**src/rtl/tw_line_pkg.sv**
```systemverilog
package tw_line_pkg;
  localparam logic [1:0] MODE_OFF    = 2'b00;
  localparam logic [1:0] MODE_3W     = 2'b01;
  localparam logic [1:0] MODE_2W     = 2'b10;
  localparam logic [1:0] MODE_2W_OVF = 2'b11;

  typedef struct packed {
    logic startCond;
    logic stopCond;
    logic sclFall;
    logic sclEdge;
  } lineEvt_t;
endpackage

```
**src/rtl/tw_line_path.sv**
```systemverilog
module tw_line_path
  import tw_line_pkg::*;
#(
  parameter int SDA_DLY = 2
) (
  input  logic     clk,
  input  logic     rstN,
  input  logic     sdaIn,
  input  logic     sclIn,
  output lineEvt_t evt
);
  localparam int LAST = SDA_DLY - 1;

  logic [SDA_DLY-1:0] sdaPipe;
  logic sdaDlyPrev;
  logic sclPrev;

  generate
    for (genvar k = 0; k < SDA_DLY; k++) begin : g_dly
      if (k == 0) begin : g_first
        always_ff @(posedge clk or negedge rstN) begin
          if (!rstN) sdaPipe[k] <= 1'b1;
          else       sdaPipe[k] <= sdaIn;
        end
      end else begin : g_next
        always_ff @(posedge clk or negedge rstN) begin
          if (!rstN) sdaPipe[k] <= 1'b1;
          else       sdaPipe[k] <= sdaPipe[k-1];
        end
      end
    end
  endgenerate

  always_ff @(posedge clk or negedge rstN) begin
    if (!rstN) begin
      sdaDlyPrev <= 1'b1;
      sclPrev    <= 1'b1;
    end else begin
      sdaDlyPrev <= sdaPipe[LAST];
      sclPrev    <= sclIn;
    end
  end

  always_comb begin
    evt.startCond = sclIn & sdaDlyPrev & ~sdaPipe[LAST];
    evt.stopCond  = sclIn & ~sdaDlyPrev & sdaPipe[LAST];
    evt.sclFall   = sclPrev & ~sclIn;
    evt.sclEdge   = sclPrev ^ sclIn;
  end
endmodule

```
**src/rtl/tw_line_ctl.sv**
```systemverilog
module tw_line_ctl
  import tw_line_pkg::*;
(
  input  logic       clk,
  input  logic       rstN,
  input  lineEvt_t   evt,
  input  logic       sdaIn,
  input  logic [1:0] wireMode,
  input  logic [1:0] clkSel,
  input  logic       swStrobe,
  input  logic       shiftMsb,
  input  logic       sdaPort,
  input  logic       sclPort,
  input  logic       sdaDir,
  input  logic       sclDir,
  input  logic       ovfFlag,
  input  logic       startIrqEn,
  input  logic       clrStart,
  input  logic       clrStop,
  output logic       startFlag,
  output logic       stopFlag,
  output logic       startIrq,
  output logic       collision,
  output logic       sdaPullLow,
  output logic       sclPullLow
);
  logic twoWire, edgeFlagMode, setStart, setStop;
  logic startNext, holdNext, startHold, ovfHold;

  always_comb begin
    twoWire      = wireMode[1];
    edgeFlagMode = ~twoWire & clkSel[1] & ~swStrobe;
    setStart     = (twoWire & evt.startCond) | (edgeFlagMode & evt.sclEdge);
    setStop      = twoWire & evt.stopCond;
    startNext    = setStart | (startFlag & ~clrStart);
    holdNext     = twoWire & startNext & (startHold | evt.sclFall);
    ovfHold      = (wireMode == MODE_2W_OVF) & ovfFlag;
  end

  always_ff @(posedge clk or negedge rstN) begin
    if (!rstN) begin
      startFlag <= 1'b0;
      stopFlag  <= 1'b0;
      startHold <= 1'b0;
    end else begin
      startFlag <= startNext;
      stopFlag  <= setStop | (stopFlag & ~clrStop);
      startHold <= holdNext;
    end
  end

  always_comb begin
    startIrq   = startFlag & startIrqEn;
    collision  = twoWire & (shiftMsb ^ sdaIn);
    sdaPullLow = twoWire & sdaDir & (~shiftMsb | ~sdaPort);
    sclPullLow = twoWire & sclDir & (~sclPort | startHold | ovfHold);
  end


  start_clear_chk: assert property (@(posedge clk) disable iff (!rstN)
    (clrStart && !setStart) |=> !startFlag);


  stop_set_chk: assert property (@(posedge clk) disable iff (!rstN)
    setStop |=> stopFlag);


  hold_after_fall_chk: assert property (@(posedge clk) disable iff (!rstN)
    $rose(startHold) |-> $past(evt.sclFall));


  ovf_hold_chk: assert property (@(posedge clk) disable iff (!rstN)
    (wireMode == MODE_2W_OVF && ovfFlag && sclDir) |-> sclPullLow);


  quiet_mode_chk: assert property (@(posedge clk) disable iff (!rstN)
    !wireMode[1] |-> (!sdaPullLow && !sclPullLow));
endmodule

```
**src/rtl/tw_line_top.sv**
```systemverilog
module tw_line_top
  import tw_line_pkg::*;
#(
  parameter int SDA_DLY = 2
) (
  input  logic       clk,
  input  logic       rstN,
  input  logic       sdaIn,
  input  logic       sclIn,
  input  logic [1:0] wireMode,
  input  logic [1:0] clkSel,
  input  logic       swStrobe,
  input  logic       shiftMsb,
  input  logic       sdaPort,
  input  logic       sclPort,
  input  logic       sdaDir,
  input  logic       sclDir,
  input  logic       ovfFlag,
  input  logic       startIrqEn,
  input  logic       clrStart,
  input  logic       clrStop,
  output logic       startFlag,
  output logic       stopFlag,
  output logic       startIrq,
  output logic       collision,
  output logic       sdaPullLow,
  output logic       sclPullLow
);
  lineEvt_t evt;

  tw_line_path #(.SDA_DLY(SDA_DLY)) i_path (
    .clk(clk), .rstN(rstN), .sdaIn(sdaIn), .sclIn(sclIn), .evt(evt)
  );

  tw_line_ctl i_ctl (
    .clk(clk), .rstN(rstN), .evt(evt), .sdaIn(sdaIn),
    .wireMode(wireMode), .clkSel(clkSel), .swStrobe(swStrobe),
    .shiftMsb(shiftMsb), .sdaPort(sdaPort), .sclPort(sclPort),
    .sdaDir(sdaDir), .sclDir(sclDir), .ovfFlag(ovfFlag),
    .startIrqEn(startIrqEn), .clrStart(clrStart), .clrStop(clrStop),
    .startFlag(startFlag), .stopFlag(stopFlag), .startIrq(startIrq),
    .collision(collision), .sdaPullLow(sdaPullLow), .sclPullLow(sclPullLow)
  );
endmodule

```
**config.mk**
```make
export PLATFORM = sky130hd
export DESIGN_NAME = tw_line_top
export DESIGN_NICKNAME = d
export VERILOG_FILES = /design/src/rtl/tw_line_pkg.sv /design/src/rtl/tw_line_path.sv /design/src/rtl/tw_line_ctl.sv /design/src/rtl/tw_line_top.sv
export SDC_FILE = /design/constraint.sdc
export NUM_CORES = 1
export LEC_CHECK = 0
export BUFFER_PORTS_ARGS = -buffer_cell sky130_fd_sc_hd__buf_4
export CORE_AREA = 2 2 39 41
export DETAILED_ROUTE_END_ITERATION = 12
export DIE_AREA = 0 0 41 43
export GPL_ROUTABILITY_DRIVEN = 0
export PLACE_DENSITY = 0.53
export SYNTH_ARGS = -nofsm -noshare
export SYNTH_HDL_FRONTEND = slang
export SYNTH_SLANG_ARGS = --single-unit
```
**constraint.sdc**
```tcl
create_clock -name clk -period 1.7 [get_ports clk]
set_clock_uncertainty 0.15 [all_clocks]
set_input_delay 0 -clock clk [delete_from_list [all_inputs] [get_ports clk]]
set_output_delay 0 -clock clk [all_outputs]
set_load 0.005 [all_outputs]
```
==> flow_summary.ini, run 1 <==
[outcome]
status = complete, no violations

[power_and_ir_drop]
switching_fraction_of_total_power_pct = 22.4
net-switching-power_uw = 94.4
sequential_share_of_power_pct = 43.6
power_frac_comb_pct = 20.0
power_frac_clock_pct = 36.5
internal-power_uw = 328
total_leakage_power_uw = 0.000300
power.density_mw_per_mm2 = 688
ir_worst_vdd_uv = 434

[sta]
fin_crit_sh_pct = 91.2
grt_setup_unrepaired = no
drv_slew = 0
report.final.setup_viol = 0
min_period_ns = 1.55
timing_worst_slew_pin_value_ns = 0.161
relative_slew_slack_pct = 89.1
max_clock_freq_mhz = 645
report.final.hold_viol_count = 0
final.setup.worst_slack_ns = 0.149
finalSetupTns_ns = 0

[cts]
ctsHtreeMaxLevel = 1
numClockSinks = 7
path_clk_slew_ns = 0.06
tritoncts_clock_tree = yes
numCtsBuffers = 3
insertion_delay_ns = 0.24
max-clock-path-buffers = 2
clk_root_buffer_cell = sky130_fd_sc_hd__clkbuf_4

[logic_synthesis]
synth_cells = 27
netlist-cell-type-count = 15
synth_nets = 46
ys_warn_count = 0
synth_top_family_by_area = simple AND/OR/NAND/NOR gates
synth-compound-area-share_pct = 8.68
adder_cell_share_of_the_synthesized_area_pct = 4.13
yosysSeqAreaShare_pct = 59.5
synthXorXnorAreaFrac_pct = 2.89
syn-mean-instance-area_um2 = 11.2
ys_ff_latch = 7
synth_mux_area_share_pct = 0
synth_simple_gate_area_share_pct = 21.1
synth_area_um2 = 303

[floorplan]
boundaryPins = 24
fp.dieW_um = 41
die-height_um = 43
placement_rows = 14
initial_core_util_pct = 21.9
floorplan.core_area_mm2 = 0.00138
total_die_area_mm2 = 0.00176

[drt]
avgViaCountPerCell = 4.25
routed_wire_length_per_instance_um = 9.92
detail-route-antenna-nets = 0
first_iter_violations = 0
post-route-drc-count = 0
detailroute.via_count = 336
totalWireLength_um = 784
drt-pass1-iter-count = 1

[critical_path]
worst_ep_arrival_time_ns = 1.52
worstSetupStartpointType = flip-flop
crit_path_max_fanout = 2
cp.required_ns = 1.67
critPathKind = reg -> reg
worst_setup_path_end_kind = flip-flop

[layout]
final_cell_mix = 22 x sky130_fd_sc_hd__buf_4, 10 x sky130_fd_sc_hd__dlygate4sd3_1, 4 x sky130_fd_sc_hd__dfstp_2
antenna_cells_inserted = 0
area_growth_pct = 103
layout.nets = 83
final_core_utilization_pct = 44.4
mostFrequentLayoutCell = sky130_fd_sc_hd__buf_4
drive_above_1_share_pct = 47.6

[grt]
initial_antenna_violation_count = 0
grt_use_total_pct = 11.3
first_global_vias = 372
first_pass_grt_wire_length_um = 1350
grt_max_degree = 8
grt-ovfl-total = 0

[place]
port_buffers = 22
post-place-ws_ns = 0.207

[run]
maxCapViolations = 0

[worst_hold_path]
worstHoldPathType = in -> async
-- cells in the mapped netlist --
cell	instances	area, µm²
sky130_fd_sc_hd__xor2_1	1	8.76
sky130_fd_sc_hd__a21oi_1	2	10.0
sky130_fd_sc_hd__a31oi_1	1	6.26
sky130_fd_sc_hd__inv_1	3	11.3
sky130_fd_sc_hd__and2_2	1	7.51
sky130_fd_sc_hd__dfrtp_1	3	75.1
sky130_fd_sc_hd__nand2_1	3	11.3
sky130_fd_sc_hd__or4b_1	1	10.0
sky130_fd_sc_hd__ha_1	1	12.5
sky130_fd_sc_hd__nand4b_1	2	17.5
sky130_fd_sc_hd__nand2b_1	1	6.26
sky130_fd_sc_hd__o21ai_0	2	10.0
sky130_fd_sc_hd__dfstp_2	4	105
sky130_fd_sc_hd__nand3_1	1	5.00
sky130_fd_sc_hd__and2_1	1	6.26
-- per-stage QoR --
stage	hold WS, ns	power, µW	instances	cell area [µm²]
6_report	0.0989	423	79	614
5_1_grt	0.111	451	79	614
4_1_cts	0.104	427	80	624
3_5_place_dp	-0.331	254	65	488
3_3_place_gp	-0.334	252	65	488
2_1_floorplan	-0.446	202	27	303
-- timing repair --
action / 4_1_cts / 5_1_grt
endpoints found under the setup margin: 0 / 1
setup buffers: 0 / 0
endpoints found under the hold margin: 12 / 0
hold buffers: 11 / 0
resized for setup: 0 / 1
-- power by group through the flow --
stage	Sequential (µW)	Combinational (µW)	Clock, µW
final	184	84.4	154
after floorplan	186	15.6	0
after detailed placement	187	66.7	0
after CTS	184	86.0	156
after global routing	185	93.9	172
after global placement	186	65.5	0
-- metal layers --
layer / up-vias / track usage [%] / part of all wire [%]
met2: 14 / 19.7 / 52
met4: 0 / 6.00 / 0
li1: 165 / - / -
met3: 0 / 1.57 / 7.4
met5: - / 0 / 0
met1: 157 / 12.2 / 40
-- final cells by class --
cell class	instances	area, µm²
timing repair buffer	32	265
multi-input combinational	17	111
tap	16	20.0
inverter	3	11.3
fill	148	769
clock buffer	4	26.3
sequential	7	180
-- path summary, 6_finish.rpt --
check,from,endpoint,slack [ns],cells past startpoint
worst max-delay path,i_path.sdaDlyPrev,i_ctl.stopFlag,0.15,3
worst min-delay path,rstN,i_path.sclPrev,0.1,2
worst max register to register,i_path.sdaDlyPrev,i_ctl.stopFlag,0.15,3
worst min register to register,i_path.sdaPipe[0],i_path.sdaPipe[1],0.21,0
max in group asynchronous,rstN,i_ctl.stopFlag,0.70,3
min in group clk,sdaPort,sdaPullLow,0.10,3
-- registers in the layout, summed over array words and instances (netlist names) --
signal and cells:
i_ctl.stopFlag 1, i_path.sclPrev 1, i_path.sdaDlyPrev 1, i_ctl.startFlag 1, i_path.sdaPipe 2, i_ctl.startHold 1
-- cells by family after synthesis --
logic type                 after synthesis
AOI/OAI and AO/OA                        5
xor gates and xnor gates                 1
adders and majority gates                1
buffers and inverters                    3
DFF                                      7
and+or+nand+nor                         10
-- critical path: stages (launching register included) --
cell                            delay, ns
sky130_fd_sc_hd__dfstp_2             0.52
sky130_fd_sc_hd__nand4b_1            0.10
sky130_fd_sc_hd__o21ai_0             0.09
sky130_fd_sc_hd__dlygate4sd3_1       0.57
Note: power is estimated with default switching activity, not from simulation.
==> run 2, diff against run 1 <==
==> constraint.sdc (replaced) <==
create_clock -name clk -period 1.7 [get_ports clk]
set_clock_uncertainty 0.15 [all_clocks]
set_input_delay 0.17 -clock clk [delete_from_list [all_inputs] [get_ports clk]]
set_output_delay 0.17 -clock clk [all_outputs]
set_load 0.005 [all_outputs]
==> flow_summary.ini, run 2 (synthesized netlist as in run 1, its figures left out) <==
[grt]
first_global_vias = 306
grt-ovfl-total = 0
initial_antenna_violation_count = 0
grt_use_total_pct = 9.61
grt_max_degree = 8
first_pass_grt_wire_length_um = 1080

[floorplan]
fp.dieW_um = 41
floorplan.core_area_mm2 = 0.00138
boundaryPins = 24
initial_core_util_pct = 21.9
total_die_area_mm2 = 0.00176
placement_rows = 14
die-height_um = 43

[worst_hold_path]
worstHoldPathType = in -> reg

[sta]
min_period_ns = 1.65
max_clock_freq_mhz = 607
relative_slew_slack_pct = 91.4
hold-worst-slack_ns = 0.0552
report.final.hold_viol_count = 0
report.final.setup_viol = 0
drv_slew = 0
fin_crit_sh_pct = 96.9
timing_worst_slew_pin_value_ns = 0.127
finalSetupTns_ns = 0
grt_setup_unrepaired = no

[layout]
largest_register_ffs = 2
drive_above_1_share_pct = 52.6
final_cell_mix = 22 x sky130_fd_sc_hd__buf_4, 4 x sky130_fd_sc_hd__dlygate4sd3_1, 4 x sky130_fd_sc_hd__dfstp_2
regMostFlops = i_path.sdaPipe
final_core_utilization_pct = 40.1
mostFrequentLayoutCell = sky130_fd_sc_hd__buf_4
area_growth_pct = 83.1
antenna_cells_inserted = 0
post-route-cell-area_um2 = 554
layout.nets = 77

[cts]
max-clock-path-buffers = 2
numCtsBuffers = 3
clk_root_buffer_cell = sky130_fd_sc_hd__clkbuf_4
ctsHtreeMaxLevel = 1
numClockSinks = 7
insertion_delay_ns = 0.25
post_cts_buffers = 0
tritoncts_clock_tree = yes
path_clk_slew_ns = 0.05

[critical_path]
crit-reg2reg-launch = i_path.sclPrev
worst_ep_arrival_time_ns = 1.68
rrSetupSlack_ns = 0.21
worstSetupStartpointType = input port
critPathKind = in -> reg
crit_path_max_fanout = 4
reg2reg_to = i_ctl.startFlag
worst_setup_path_startpoint = sclIn
ff2ff_path_depth = 3
cp.required_ns = 1.73
worst_setup_path_end_kind = flip-flop
setup.worst_path.end = i_ctl.startFlag

[drt]
routed_wire_length_per_instance_um = 9.42
post-route-drc-count = 0
first_iter_violations = 0
detail-route-antenna-nets = 0
totalWireLength_um = 688
drt-pass1-iter-count = 1
detailroute.via_count = 309
avgViaCountPerCell = 4.23

[outcome]
status = complete, no violations

[place]
placement.cell_area_um2 = 488
port_buffers = 22

[run]
maxCapViolations = 0

[power_and_ir_drop]
ir_worst_vdd_uv = 507
total_leakage_power_uw = 0.000273
power.density_mw_per_mm2 = 730
## run 2: cell count changes in the layout (fill, tap and decap cells not counted)
cell / before / now
sky130_fd_sc_hd__dlygate4sd3_1: 10 / 4
sky130_fd_sc_hd__o21ai_0: 1 / 2
sky130_fd_sc_hd__o21ai_1: 1 / 0
## run 2: per-layer routing
| metal | routed length (µm) | track usage, % | part of all wire [%] |
|---|---|---|---|
| met5 | 0 | 0 | 0 |
| met3 | 80 | 7.85 | 12 |
| met1 | 250 | 8.88 | 36 |
| met4 | 0 | 2.00 | 0 |
| met2 | 356 | 15.6 | 52 |
## run 2: power by group
part | leakage, µW | total [µW] | switching [µW] | internal, µW
Sequential | 0.0000825 | 184 | 4.43 | 180
Clock | 0.0000150 | 147 | 58.0 | 89.4
Combinational | 0.000175 | 72.7 | 23.4 | 49.4
## run 2: final cells by class
class	instances	area, µm²
Clock buffer	4	26.3
Fill cell	139	830
Multi-Input combinational cell	17	111
Inverter	3	11.3
Tap cell	16	20.0
Timing Repair Buffer	26	205
Sequential cell	7	180
## run 2: per-stage QoR
step	worst slack (ns)	instances	power, µW
after floorplan	0.249	27	202
after global placement	0.218	65	252
after detailed placement	0.215	65	253
after CTS	0.0523	73	417
after global routing	0.00197	73	432
final	0.0520	73	404
## run 2: worst min path at each step
| stage | cells past startpoint | slack (ns) | to | startpoint |
|---|---|---|---|---|
| floorplan | 0 | -0.28 | i_ctl.startFlag | rstN |
| global placement | 1 | -0.16 | i_ctl.startFlag | rstN |
| detailed placement | 1 | -0.17 | i_ctl.stopFlag | rstN |
| CTS | 3 | 0.04 | i_ctl.startHold | wireMode[1] |
| global route | 3 | 0.05 | i_ctl.startFlag | swStrobe |
| finish | 3 | 0.06 | i_ctl.startHold | wireMode[1] |
## run 2: timing repair
action                                 CTS  global route
endpoints found under the hold margin   10             0
gates resized for setup                  0             0
hold buffers                             4             0
## run 2: critical path: stages
cell	delay, ns
sky130_fd_sc_hd__dlygate4sd3_1	0.52
sky130_fd_sc_hd__buf_4	0.12
sky130_fd_sc_hd__inv_1	0.04
sky130_fd_sc_hd__ha_1	0.27
sky130_fd_sc_hd__or4b_1	0.46
sky130_fd_sc_hd__nand3_1	0.09
